## config.mk

```make
export PLATFORM = sky130hd
export DESIGN_NAME = pktSendSerializer
export DESIGN_NICKNAME = d
export VERILOG_FILES = /design/src/rtl/pktSendPkg.sv /design/src/rtl/pktSendDatapath.sv /design/src/rtl/pktSendCtrl.sv /design/src/rtl/pktSendSerializer.sv
export SDC_FILE = /design/constraint.sdc
export NUM_CORES = 1
export LEC_CHECK = 0
export ABC_AREA = 1
export BUFFER_PORTS_ARGS = -buffer_cell sky130_fd_sc_hd__buf_2
export CORE_ASPECT_RATIO = 1.2
export CORE_MARGIN = 5
export CORE_UTILIZATION = 25
export CTS_BUF_LIST = sky130_fd_sc_hd__clkbuf_8
export DETAILED_ROUTE_END_ITERATION = 10
export GPL_TIMING_DRIVEN = 0
export SLEW_MARGIN = 15
export SYNTH_ARGS = -nofsm -noshare
export SYNTH_HDL_FRONTEND = slang
export SYNTH_SLANG_ARGS = --single-unit
export TNS_END_PERCENT = 100
```

## constraint.sdc

```tcl
create_clock -name clk -period 3.9 [get_ports clk]
set_clock_uncertainty 0.15 [all_clocks]
set_input_delay 0.78 -clock clk [delete_from_list [all_inputs] [get_ports clk]]
set_output_delay 0.78 -clock clk [all_outputs]
set_load 0.02 [all_outputs]
```

## src/rtl/pktSendPkg.sv

```systemverilog
package pktSendPkg;
  localparam int WordBytes = 4;
  localparam int ByteW     = 8;
  localparam int WordW     = WordBytes * ByteW;
  localparam int CntW      = $clog2(WordBytes + 1);
  localparam int SkipW     = $clog2(WordBytes);
  localparam int SelW      = 4;

  localparam logic [SelW-1:0] SelByte   = 4'd0;
  localparam logic [SelW-1:0] SelHalf   = 4'd1;
  localparam logic [SelW-1:0] SelWord   = 4'd2;
  localparam logic [SelW-1:0] SelTail   = 4'd3;
  localparam logic [SelW-1:0] SelLimit  = 4'd4;
  localparam logic [SelW-1:0] SelLimitT = 4'd5;
  localparam logic [SelW-1:0] SelPtr    = 4'd6;
  localparam logic [SelW-1:0] SelSkip   = 4'd7;
  localparam logic [SelW-1:0] SelStatus = 4'd8;

  // strobes from control to datapath
  typedef struct packed {
    logic             load;      // load holding stage with a left-aligned word
    logic [WordW-1:0] loadWord;
    logic [CntW-1:0]  loadCnt;   // number of valid leading bytes
    logic             addTail;   // queue a tail flit behind the bytes
  } dpCmd_t;

  function automatic logic [ByteW-1:0] crcStep(input logic [ByteW-1:0] crc,
                                               input logic [ByteW-1:0] din,
                                               input logic [ByteW-1:0] poly);
    logic [ByteW-1:0] acc;
    acc = crc ^ din;
    for (int i = 0; i < ByteW; i++) begin
      acc = acc[ByteW-1] ? ((acc << 1) ^ poly) : (acc << 1);
    end
    return acc;
  endfunction
endpackage

```

## src/rtl/pktSendDatapath.sv

```systemverilog
module pktSendDatapath
  import pktSendPkg::*;
#(
  parameter logic [ByteW-1:0] CrcPoly = 8'h07
) (
  input  logic             clk,
  input  logic             rstN,
  input  dpCmd_t           dpCmd,
  input  logic             crcEnable,
  input  logic             flitReady,
  output logic             flitValid,
  output logic [ByteW-1:0] flitData,
  output logic             flitTail,
  output logic             bufEmpty
);
  logic [WordW-1:0] byteBuf;
  logic [CntW-1:0]  byteCnt;
  logic             tailPend;
  logic [ByteW-1:0] crcReg;
  logic             haveData;
  logic             fire;
  logic             dataFire;
  logic             tailFire;

  always_comb begin
    haveData  = (byteCnt != '0);
    flitValid = haveData || tailPend;
    flitTail  = !haveData && tailPend;
    flitData  = haveData ? byteBuf[WordW-1 -: ByteW]
                         : (crcEnable ? crcReg : '0);
    bufEmpty  = !flitValid;
    fire      = flitValid && flitReady;
    dataFire  = fire && haveData;
    tailFire  = fire && !haveData;
  end

  always_ff @(posedge clk) begin
    if (!rstN) begin
      byteBuf  <= '0;
      byteCnt  <= '0;
      tailPend <= 1'b0;
      crcReg   <= '0;
    end else begin
      if (dpCmd.load) begin
        byteBuf <= dpCmd.loadWord;
        byteCnt <= dpCmd.loadCnt;
      end else if (dataFire) begin
        byteBuf <= byteBuf << ByteW;
        byteCnt <= byteCnt - 1'b1;
      end

      if (dpCmd.addTail) begin
        tailPend <= 1'b1;
      end else if (tailFire) begin
        tailPend <= 1'b0;
      end

      if (dataFire) begin
        crcReg <= crcStep(crcReg, byteBuf[WordW-1 -: ByteW], CrcPoly);
      end else if (tailFire) begin
        crcReg <= '0;
      end
    end
  end
endmodule

```

## src/rtl/pktSendCtrl.sv

```systemverilog
module pktSendCtrl
  import pktSendPkg::*;
#(
  parameter int AddrW = 32
) (
  input  logic             clk,
  input  logic             rstN,
  input  logic             regWrEn,
  input  logic [SelW-1:0]  regSel,
  input  logic [WordW-1:0] regWrData,
  input  logic [WordW-1:0] memRdata,
  input  logic             bufEmpty,
  output dpCmd_t           dpCmd,
  output logic             memReq,
  output logic [AddrW-1:0] memAddr,
  output logic [AddrW-1:0] ptrOut,
  output logic [AddrW-1:0] limitOut,
  output logic             sendRdy,
  output logic             sendDone,
  output logic             dmaBusy
);
  localparam logic [AddrW-1:0] WordStep  = AddrW'(WordBytes);
  localparam logic [AddrW-1:0] AlignMask = ~(WordStep - 1'b1);

  typedef enum logic [1:0] {StIdle, StFetch, StLand} state_e;

  state_e           state;
  logic [AddrW-1:0] ptrReg;
  logic [AddrW-1:0] limitReg;
  logic             withTail;
  logic             skipArm;
  logic [SkipW-1:0] skipVal;
  logic [SkipW-1:0] skipCur;
  logic             doneReg;
  logic             idle;
  logic             lastWord;
  logic             startDma;
  logic             clrDone;

  always_comb begin
    idle     = (state == StIdle);
    sendRdy  = idle && bufEmpty;
    dmaBusy  = !idle;
    memReq   = (state == StFetch) && bufEmpty;
    memAddr  = ptrReg;
    ptrOut   = ptrReg;
    limitOut = limitReg;
    sendDone = doneReg;
    lastWord = (ptrReg == limitReg);
    startDma = idle && regWrEn && ((regSel == SelLimit) || (regSel == SelLimitT));
    clrDone  = regWrEn && (regSel == SelStatus) && regWrData[0];

    dpCmd = '0;
    if (state == StLand) begin
      dpCmd.load     = 1'b1;
      dpCmd.loadWord = memRdata << {skipCur, 3'b000};
      dpCmd.loadCnt  = CntW'(WordBytes) - CntW'(skipCur);
      dpCmd.addTail  = lastWord && withTail;
    end else if (sendRdy && regWrEn) begin
      case (regSel)
        SelByte: begin
          dpCmd.load     = 1'b1;
          dpCmd.loadWord = {regWrData[ByteW-1:0], {(WordW-ByteW){1'b0}}};
          dpCmd.loadCnt  = CntW'(1);
        end
        SelHalf: begin
          dpCmd.load     = 1'b1;
          dpCmd.loadWord = {regWrData[2*ByteW-1:0], {(WordW-2*ByteW){1'b0}}};
          dpCmd.loadCnt  = CntW'(2);
        end
        SelWord: begin
          dpCmd.load     = 1'b1;
          dpCmd.loadWord = regWrData;
          dpCmd.loadCnt  = CntW'(WordBytes);
        end
        SelTail: begin
          dpCmd.addTail  = (regWrData == '0);
        end
        default: ;
      endcase
    end
  end

  always_ff @(posedge clk) begin
    if (!rstN) begin
      state    <= StIdle;
      ptrReg   <= '0;
      limitReg <= '0;
      withTail <= 1'b0;
      skipArm  <= 1'b0;
      skipVal  <= '0;
      skipCur  <= '0;
      doneReg  <= 1'b0;
    end else begin
      case (state)
        StIdle: begin
          if (startDma) begin
            state    <= StFetch;
            limitReg <= regWrData[AddrW-1:0] & AlignMask;
            withTail <= (regSel == SelLimitT);
            skipCur  <= skipArm ? skipVal : '0;
            skipArm  <= 1'b0;
          end else if (regWrEn && (regSel == SelPtr)) begin
            ptrReg <= regWrData[AddrW-1:0] & AlignMask;
          end
        end
        StFetch: begin
          if (bufEmpty) state <= StLand;
        end
        StLand: begin
          ptrReg  <= ptrReg + WordStep;
          skipCur <= '0;
          state   <= lastWord ? StIdle : StFetch;
        end
        default: state <= StIdle;
      endcase

      if (regWrEn && (regSel == SelSkip)) begin
        skipVal <= regWrData[SkipW-1:0];
        skipArm <= 1'b1;
      end

      if ((state == StLand) && lastWord) begin
        doneReg <= 1'b1;
      end else if (startDma || clrDone) begin
        doneReg <= 1'b0;
      end
    end
  end
endmodule

```

## src/rtl/pktSendSerializer.sv

```systemverilog
module pktSendSerializer
  import pktSendPkg::*;
#(
  parameter int               AddrW   = 32,
  parameter logic [ByteW-1:0] CrcPoly = 8'h07
) (
  input  logic             clk,
  input  logic             rstN,
  input  logic             regWrEn,
  input  logic [SelW-1:0]  regSel,
  input  logic [WordW-1:0] regWrData,
  input  logic             crcEnable,
  output logic             flitValid,
  output logic [ByteW-1:0] flitData,
  output logic             flitTail,
  input  logic             flitReady,
  output logic             memReq,
  output logic [AddrW-1:0] memAddr,
  input  logic [WordW-1:0] memRdata,
  output logic [AddrW-1:0] ptrOut,
  output logic [AddrW-1:0] limitOut,
  output logic             sendRdy,
  output logic             sendDone
);
  dpCmd_t dpCmd;
  logic   bufEmpty;
  logic   dmaBusy;

  pktSendCtrl #(.AddrW(AddrW)) ctrlInst (
    .clk(clk), .rstN(rstN),
    .regWrEn(regWrEn), .regSel(regSel), .regWrData(regWrData),
    .memRdata(memRdata), .bufEmpty(bufEmpty), .dpCmd(dpCmd),
    .memReq(memReq), .memAddr(memAddr),
    .ptrOut(ptrOut), .limitOut(limitOut),
    .sendRdy(sendRdy), .sendDone(sendDone), .dmaBusy(dmaBusy)
  );

  pktSendDatapath #(.CrcPoly(CrcPoly)) dpInst (
    .clk(clk), .rstN(rstN), .dpCmd(dpCmd), .crcEnable(crcEnable),
    .flitReady(flitReady), .flitValid(flitValid), .flitData(flitData),
    .flitTail(flitTail), .bufEmpty(bufEmpty)
  );
endmodule

```

-- Yosys cells after proc, flatten, opt, wreduce, memory -nomap -nowiden
Index checks and enable logic that the tools add are counted.
- register bits: 115
- latch bits: 0
- bits in writable memories: 0
- bits in read-only memories: 0
- logic and storage cells: 113
- memories kept: 0
- $add $sub $neg: 3
- multiply operators: 0
- div/mod/pow operators: 0
- $lt $le $gt $ge: 0
- equal/unequal tests: 15
- shift operators: 1
- mux-type cells: 37
- bitwise gates (word level): 9
- reductions and logical operators: 36
- operators with widths (cell ; count):
    $mux 32 ; 4
    $pmux 36 s3 ; 1
    $mux 37 ; 2
    $pmux 32 s2 ; 1
    $add 32x3->32 const B ; 1
    $eq 32x32->1 ; 1
    $logic_not 32->1 ; 1
    $mux 8 ; 4
    $shl 32x5->32 ; 1
    $mux 3 ; 10
    $not 3->3 ; 8
    $eq 4x3->1 const B ; 4
    $logic_and 1x1->1 ; 15
    $reduce_bool 2->1 ; 7
    $mux 1 ; 9
    $eq 4x2->1 const B ; 2
    $mux 2 ; 4
    $ne 2x2->1 const B ; 4
    $reduce_and 2->1 ; 4
    $xor 8x8->8 ; 1
    $pmux 2 s3 ; 1
    $eq 4x1->1 const B ; 1
    $eq 4x4->1 const B ; 1
    $logic_not 4->1 ; 1
    other kinds (10) ; 13

-- Longest topological paths before layout
Gate-level depths: netlist of the first run.
- depth in word-level cells: 18
- depth in mapped cells: 14
- gate-level depth less buffers: 13

-- Hierarchy
A second synthesis of the first run with hierarchy kept.
- cell total of the unflattened synthesis: 1224
- area, all modules: 7654.8 sq um
- modules (own cells, without submodules) (module ; times used ; cells each ; area each (sq um)):
    pktSendCtrl ; 1 ; 889 ; 5361.4
    pktSendDatapath ; 1 ; 335 ; 2293.4

-- Least setup slack after synthesis of the first run
OpenSTA, ideal clock, no wires.
- path type: reg-to-output
- start: register dpInst.byteCnt[0]
- end: output flitTail
- arrival time: 1.323 ns
- setup slack: 1.647 ns
- stages on the path, launching flop included: 8
- buffers on the path: 1
- cells stage by stage: dfxtp_1 inv_1 ha_1 inv_1 nor2_4 buf_4 clkinv_1 nor2_1
- word-level cells in the longest chain between the ends: 3
- ends and longest elaborated chain (element ; line ; RTL):
    start: declaration ; pktSendDatapath.sv:17 ; logic [CntW-1:0] byteCnt;
    start signal: assignment ; pktSendDatapath.sv:46 ; byteCnt <= dpCmd.loadCnt;
    start signal: assignment ; pktSendDatapath.sv:49 ; byteCnt <= byteCnt - 1'b1;
    $reduce_bool 3->1 ; pktSendDatapath.sv:26 ; haveData = (byteCnt != '0);
    $logic_not 1->1 ; pktSendDatapath.sv:28 ; flitTail = !haveData && tailPend;
    $logic_and 1x1->1 ; pktSendDatapath.sv:28 ;
    end: declaration ; pktSendSerializer.sv:15 ; output logic flitTail,
No other way between the ends.

-- Final worst setup path of the first run
Ends and elaborated chain as after synthesis.

==> results of run 1 <==
==> sequential cells by signal, summed over array words and instances, names as in the netlist, 2 cells and up <==
name / count
dpInst.byteBuf: 32
ctrlInst.limitOut: 30
ctrlInst.memAddr: 30
dpInst.crcReg: 8
dpInst.byteCnt: 3
ctrlInst.skipCur: 2
ctrlInst.skipVal: 2
ctrlInst.state: 2
==> placed cells by master (no fill, tap or decap), types with 14 or more instances in the layout <==
master      n
nand2_1   339
buf_2     194
inv_1     138
a21oi_1   136
o21ai_0   133
nor2_1    125
dfxtp_1   113
nand3_1    69
buf_4      43
clkbuf_1   25
clkbuf_8   21
o22ai_1    15
nor3_1     14
==> routing by layer <==
metal  global-route usage [%]  wire length, um
met1                     24.7            14400
met2                     35.4            17600
met3                     3.56             2620
met4                     7.16             1210
met5                        0               13
==> power breakdown <==
part / total [mW] / internal, mW / switching (mW)
Clock: 1.19 / 0.637 / 0.554
Combinational: 1.86 / 0.621 / 1.24
Sequential: 1.49 / 1.33 / 0.168
==> stage by stage <==
| stage | total power, mW | setup WS (ns) |
|---|---|---|
| 5_1_grt | 4.86 | 0.709 |
| 3_5_place_dp | 3.38 | 1.27 |
| 4_1_cts | 4.56 | 0.817 |
| 3_3_place_gp | 3.36 | 1.25 |
| 6_report | 4.55 | 0.894 |
| 2_1_floorplan | 2.78 | 1.65 |
==> worst max-delay path by stage <==
stage	to	slack, ns	from	depth (start not counted)
floorplan	flitTail	1.65	dpInst.byteCnt[0]	7
global placement	dpInst.byteBuf[31]	1.25	regSel[0]	10
detailed placement	dpInst.byteBuf[20]	1.27	regSel[2]	9
CTS	flitTail	0.82	dpInst.byteCnt[0]	8
global route	flitData[5]	0.71	dpInst.byteCnt[0]	9
finish	flitTail	0.89	dpInst.byteCnt[0]	8
==> tightest hold or removal path: cells and delay by family (launching register included) <==
kind            cells  cell delay, ns
compound gates      1            0.05
simple gates        1            0.06
flops               1            0.31
==> final cells by class <==
cell class	instances	area [sq um]
inverters	149	559
multi-input cells	936	4410
fillers	3466	21000
well taps	396	495
repair buffers	173	866
clock buffers	21	289
clock inverters	11	129
flip-flops and latches	113	2260
plain buffers	94	556
==> cell families after synthesis <==
| family | Yosys count | share of synthesized area (%) |
|---|---|---|
| other | 1 | 0.0483 |
| AOI/OAI and AO/OA | 318 | 21.7 |
| adders and majority gates | 4 | 0.644 |
| and+or+nand+nor | 584 | 31.4 |
| DFF | 113 | 29.1 |
| xor gates and xnor gates | 21 | 2.37 |
| muxes | 3 | 0.387 |
| buffers and inverters | 243 | 14.4 |
==> metrics list, run 1 <==
* Data arrival time of the critical path: 2.08 ns
* Critical path type: flop to output port
- By instance count, the leading cell after synthesis is nand2_1.
- STA classifies the critical path startpoint as a flop.
- The average instance in the mapped netlist occupies 6.03 sq um.
- For this block, the initial DRC count from the detailed router was 885.
- Post-synthesis cell count: 1287
* Resized Gates After CTS: 0
- In this run the count of I/O pins placed on the die edge is 182.
* GRT Overall Usage: 20.2%
* Global-route congestion overflow total: 0
- Largest cells by area after synthesis: dfxtp_1, nand2_1, a21oi_1, o21ai_0, inv_1
* Via total after detailed routing: 9341
- Layout cell share with drive strength beyond 1: 20.6%
* Stage delay of the slowest cell on the critical path: 0.33 ns
- Sequential elements use 29.1% of the synthesized area.
- Endpoint with the worst hold slack: dpInst.byteBuf[10]
- The worst register-to-register path begins at dpInst.byteCnt[0].
- Transition time at the pin with the least slew margin: 0.806 ns
* First drt pass iteration count: 5
- Finished Layout Cells: 1893
- In this run the vertical extent of the chip is 203 um.
- At the end of routability-driven placement, the weighted congestion stood at 0.979.
* Initial antenna violation count: 1
- In this run the worst path has a maximum fanout of 10.
* Hold Violations, Final: 0
- Final setup TNS: 0 ns
- Cell area after layout: 9560 sq um
* Count of input and output buffers: 173
- Total wire length: 35800 um
- Including well taps, the total number of placed cells is 1861.
* Max-slew violations: 0
* Antenna viol nets, final: 0
- Clock-pin slew was measured on the worst setup and hold paths at 0.08 ns.
* Hold bufs inserted after CTS: 0
- Via-per-instance ratio: 4.93
- Final period util: 77.1%
- No sink is reached through more buffers than the 2 on the longest clock path.
* Number of synthesized flops with an enable pin: 0
* Required time reported for the critical path endpoint: 2.97 ns
- In this run, distinct cell masters in the synthesized netlist total 43.
- Counting the buffers created by CTS gives 17.
- R2R cell count: 10
- Total number of yosys warnings: 0
* Largest delay share family, worst path: buffers and inverters
- From synthesis to final layout, the design area changed by 23.2%.
- The wire-length estimate of the detail-placed layout is 28800 um.
- The mapped netlist covers 7770 sq um.
- Achievable frequency: 333 MHz
* Slowest stage cell, crit path: dfxtp_1
* Peak supply drop: 0.000200 V
* Largest net degree at the start of global routing: 17
* Unrepaired setup endpoints after global routing: no
* Critical path capture point type: output port
- Number of levels the H-tree was split into: 4
- Clock latency reported for the late side of the worst-skew pair: 0.47 ns
- Reg-to-reg slack, setup: 1.62 ns
- TritonCTS built the clock tree.
- The tightest min-delay check is of the flop to flop type.
- The via count of the first global-routing pass came to 8916.
- Cell area after placement: 9150 sq um
- Cell-by-cell listing of the critical path: inv_1, ha_1, inv_1, nor2_4, buf_4, clkinv_1, nor2_1, buf_2
- Area share of the leading cell type in the synthesized netlist: 29.1%
* Run status: completed
- Setup violations remaining at the end of the flow were counted as 0.
- Remaining DRCs: 0
- Measured on the finished design, the core utilization comes to 31.3%.
- The first global-routing pass estimated 53400 um of wire.
- Once the floorplan was initialized, standard cells occupied 25.4% of the core.
- Final worst path period need: 3.01 ns
- Buffering stage count on the worst path with inverters included: 5
- Most frequent cells after synthesis: nand2_1, inv_1, a21oi_1, o21ai_0, nor2_1
- Cell Pwr Density: 475 nW/um^2
- Slew Limit Headroom: 46.3%
* Most common cell type on the critical path: inv_1
- The tree is rooted in a clkbuf_8.
* Total Die Area: 34700 sq um
- In the final routed layout, each cell accounts on average for 18.9 um.
- After synthesis, the share of flip-flops with an asynchronous set or reset is 0%.
* Top flip-flop cell by instance count after synthesis: dfxtp_1
- After synthesis the netlist holds a flip-flop and latch count of 113.
- Reg2reg end: dpInst.byteBuf[9]
* Site row count: 70
* Leak Pwr: 4.37 nW
- Horizontal die dimension: 171 um
- The synthesized design spends more area on one cell type than any other, namely dfxtp_1.
- Antenna Diode Count: 0
- Counting every sink on the clock net gives 113.
* Count of maximum capacitance violations: 0
* Placeable core area: 30600 sq um
- The tightest hold path in the finished design has a slack of 0.315 ns.
- The number of setup buffers added after CTS is 0.
- Layout Nets: 1561
- Worst Min Path Start: dpInst.byteBuf[10]
* Hold Path Cell Cnt: 2
(Power assumes the default switching activity.)
==> run 2, diff against run 1 <==
- ABC_AREA: 1 -> 0
- clock period: 3.9 -> 2.65 ns (I/O delays scaled with it)
==> run 2 against run 1 <==
Synthesized area fell by 5.7%. Routed wire length shrank 9.7%. Combinational power is 16% higher. Worst setup slack lost 0.80 ns. Die area decreased by 5.4%. Design area shrank 3.7%. Final cell count shrank 19%. Sequential power rose by 36%. First-iteration DRC count is 13% higher. Critical path type is now flop to flop. Highest routed layer is now met4.
==> metrics list, run 2 <==
- Synthesized cell area: 7330 sq um
* Site row count: 68
- Initial antenna violation count: 0
- Share of the yosys chip area belonging to registers: 30.9%
- R2R cell count: 6
- After synthesis the netlist holds a flip-flop and latch count of 113.
* Cell area after layout: 9210 sq um
- In this run the static leakage power is 3.76 nW.
- Overall power consumption after layout is estimated at 6.16 mW.
- Setup slack of the critical path after layout: 0.0982 ns
- Largest delay share family, worst path: buffers and inverters
* Run status: completed
* Cell area after placement: 8700 sq um
* Area share of the leading cell type in the synthesized netlist: 30.9%
- Entering global routing, the biggest net connects 17 pins.
- Adder-cell share of the synthesized area: 0.683%
- The share of total power dissipated in sequential elements is 32.8%.
* CTS clock-pin slew for the worst setup and hold paths: 0.07 ns
- Via total after detailed routing: 8114
- The final critical path takes up 96.3% of the cycle.
- Basic-gate share of the synthesized area counting and, or, nand and nor cells: 22.7%
- Share of the core filled with cells: 31.9%
- The tool flagged a number of max-cap violations equal to 0.
- In the routed layout, each cell is associated on average with a via count of 5.27.
* Fraction of power spent switching nets: 35.9%
- Leaving out fill and tap cells, the most frequent cell in the layout is buf_2.
- GRT Overall Usage: 18.7%
- Buffers inserted to repair hold after CTS numbered 0.
- The worst setup path is launched from a flop.
* Critical path type: flop to flop
- Summed over all nets, the switching power comes to 2.21 mW.
- In this run the horizontal extent of the chip is 166 um.
- Synthesized-area fraction occupied by ao, oa, aoi and oai cells: 23.6%
- Per report_power, the combinational group accounts for 35.1% of the total.
* Unique masters post-synth: 69
- Finished Layout Cells: 1540
- The via count of the first global-routing pass is 7706.
* Number of endpoints failing setup at the final stage: 0
- Routability-driven placement finished with a final weighted congestion of 0.937.
- Combinational family with the most area after synthesis: compound AO/OA/AOI/OAI gates
* Most frequent cells after synthesis: nand2_1, dfxtp_1, a21oi_1, nor2_1, xnor2_1
* Total Die Area: 32800 sq um
* Commonest non-fill, non-tap cells in the layout: buf_2, nand2_1, dfxtp_1, a21oi_1, nor2_1
* Final setup TNS: 0 ns
- The post-route netlist has 26.1% of its cells at a drive strength greater than 1.
* Peak supply drop: 0.000334 V
- The worst hold path passes through 3 cells.
- Prior to clock tree synthesis, the placed netlist has a worst setup slack of -0.0674 ns.
- After detailed routing, the number of remaining DRC violations is 0.
* Register ranked first by flip-flop count: dpInst.byteBuf
* Average footprint of a synthesized cell: 7.77 sq um
- Walking the worst path, the cells encountered are buf_2, nor2b_1, buf_2, buf_1, nand4_1, a31oi_1.
- Final worst path period need: 2.55 ns
- The first global-routing pass estimated 47500 um of wire.
- Data arrival time of the critical path: 2.77 ns
- Clock tree synthesis selected as its root buffer the cell clkbuf_8.
- The most common cell in the synthesized netlist is nand2_1.
- Min-Delay Path Class: primary input to flop
- The routed design has 32400 um of wire.
- Endpoint with the worst hold slack: ctrlInst.limitOut[31]
* Cell Pwr Density: 669 nW/um^2
- TritonCTS built the clock tree.
* Cell internal power dissipation: 3.95 mW
- Layout overhead on the synthesized area: 25.7%
* Unrepaired setup endpoints after global routing: no
- R2r startpoint: ctrlInst.state[1]
* Smallest hold slack: 0.212 ns
- In this run, the number of DRC markers left after iteration 0 of detailed routing was 1003.
- Hold Violations, Final: 0
- Post-synth top area cell: dfxtp_1
- The clock network is responsible for 32.1% of the overall power.
- Top flip-flop cell by instance count after synthesis: dfxtp_1
- The synthesized netlist devotes 6.81% of its cell area to XOR and XNOR gates.
* Required time reported for the critical path endpoint: 2.87 ns
- Achievable frequency: 392 MHz
* Most common cell type on the critical path: buf_2
- The worst setup path is captured at a flop.
- Total number of yosys warnings: 0
- The clock passes through at most 2 buffers.
- For this configuration, the core starts out at a cell density of 25.4%.
- Number of buffers created by CTS: 17
- First drt pass iteration count: 6
* Max-slew violations: 0
- Die Height: 198 um
- Layout Nets: 1220
* Largest register FFs: 32
- Number of top-level pins: 182
* Critical Path Fanout Max: 10
- At the later pin of the worst-skew pair, clock insertion delay measures 0.46 ns.
- In this run the number of H-tree levels came out at 4.
- Count of placed standard cells including taps: 1507
- In this run the remaining antenna-violating nets after routing total 0.
- Reg-to-reg slack, setup: 0.1 ns
* Count of input and output buffers: 174
- Antenna Diode Count: 0
* Final routed wire length divided by cell count: 21.0 um
- Slew Limit Headroom: 43.7%
- The startpoint identified for the worst hold timing path is regWrData[31].
- Final-layout fill cell count: 3105
- In this run the critical register-to-register path is captured at dpInst.tailPend.
- Async SR Flop Fraction: 0%
- Together, buffers and inverters on the worst path number 3.
- By area the synthesized netlist is led by dfxtp_1, nand2_1, a21oi_1, xnor2_1, mux2i_1.
- Clock sink total: 113
- Post-synthesis mux area share: 6.45%
- Dpl hpwl: 25000 um
- The total overflow left after global routing is 0.
* Stage delay of the slowest cell on the critical path: 0.64 ns
- Transition time at the pin with the least slew margin: 0.838 ns
* Post-synthesis cell count: 943
* Placeable core area: 28800 sq um
- Yosys mapped a number of flops with a built-in enable equal to 0.
* Slowest stage cell, crit path: buf_1
-- run 2: timing repair --
item / 4_1_cts / 5_1_grt
endpoints found under the setup margin: 9 / 34
setup buffers: 0 / 3
resized for setup: 4 / 6
pin swaps: 0 / 1
-- run 2: cells by family after synthesis --
group,Yosys count
simple gates,342
other cells,1
xor+xnor,49
buf+inv,125
compound gates,263
fa+ha+maj,4
flops,113
mux,46
-- run 2: tightest hold or removal path: cells and delay by family --
family,cells,cell delay [ns]
AO/OA/AOI/OAI,1,0.05
buffers and inverters,1,0.13
AND/OR/NAND/NOR,1,0.06
-- run 2: area by class of cell --
type	instances	area [sq um]	area share, %
clock buffers	21	289	3.14
inverters	13	48.8	0.530
plain buffers	111	601	6.52
well taps	385	482	5.23
clock inverters	10	180	1.96
flip-flops and latches	113	2260	24.6
multi-input cells	710	4460	48.4
repair buffers	177	893	9.70
-- run 2: how the worst max path moves through the flow --
stage | startpoint | endpoint | slack [ns] | cells after the start
finish | ctrlInst.state[1] | dpInst.tailPend | 0.1 | 6
global route | dpInst.byteCnt[0] | dpInst.byteBuf[8] | 0.005 | 9
CTS | dpInst.byteCnt[0] | sendRdy | 0.02 | 6
detailed placement | regSel[3] | ctrlInst.memAddr[8] | -0.07 | 7
global placement | regSel[3] | ctrlInst.memAddr[8] | -0.06 | 7
floorplan | ctrlInst.memAddr[3] | ctrlInst.memAddr[20] | 0.46 | 6
-- run 2: power by group through the flow --
stage | Clock [mW] | Sequential [mW] | Combinational, mW
finish | 1.98 | 2.02 | 2.16
global route | 2.07 | 2.04 | 2.33
CTS | 2.00 | 2.02 | 2.08
detailed placement | 0 | 2.05 | 2.04
global placement | 0 | 2.05 | 2.03
floorplan | 0 | 2.05 | 1.41
-- run 2: layer usage --
| layer | track usage, % | vias to the layer above | wire (um) |
|---|---|---|---|
| met5 | 0 | - | 0 |
| met4 | 7.06 | 0 | 1020 |
| met2 | 31.3 | 466 | 15200 |
| met3 | 4.72 | 76 | 3050 |
| li1 | - | 3755 | - |
| met1 | 23.4 | 3817 | 13100 |
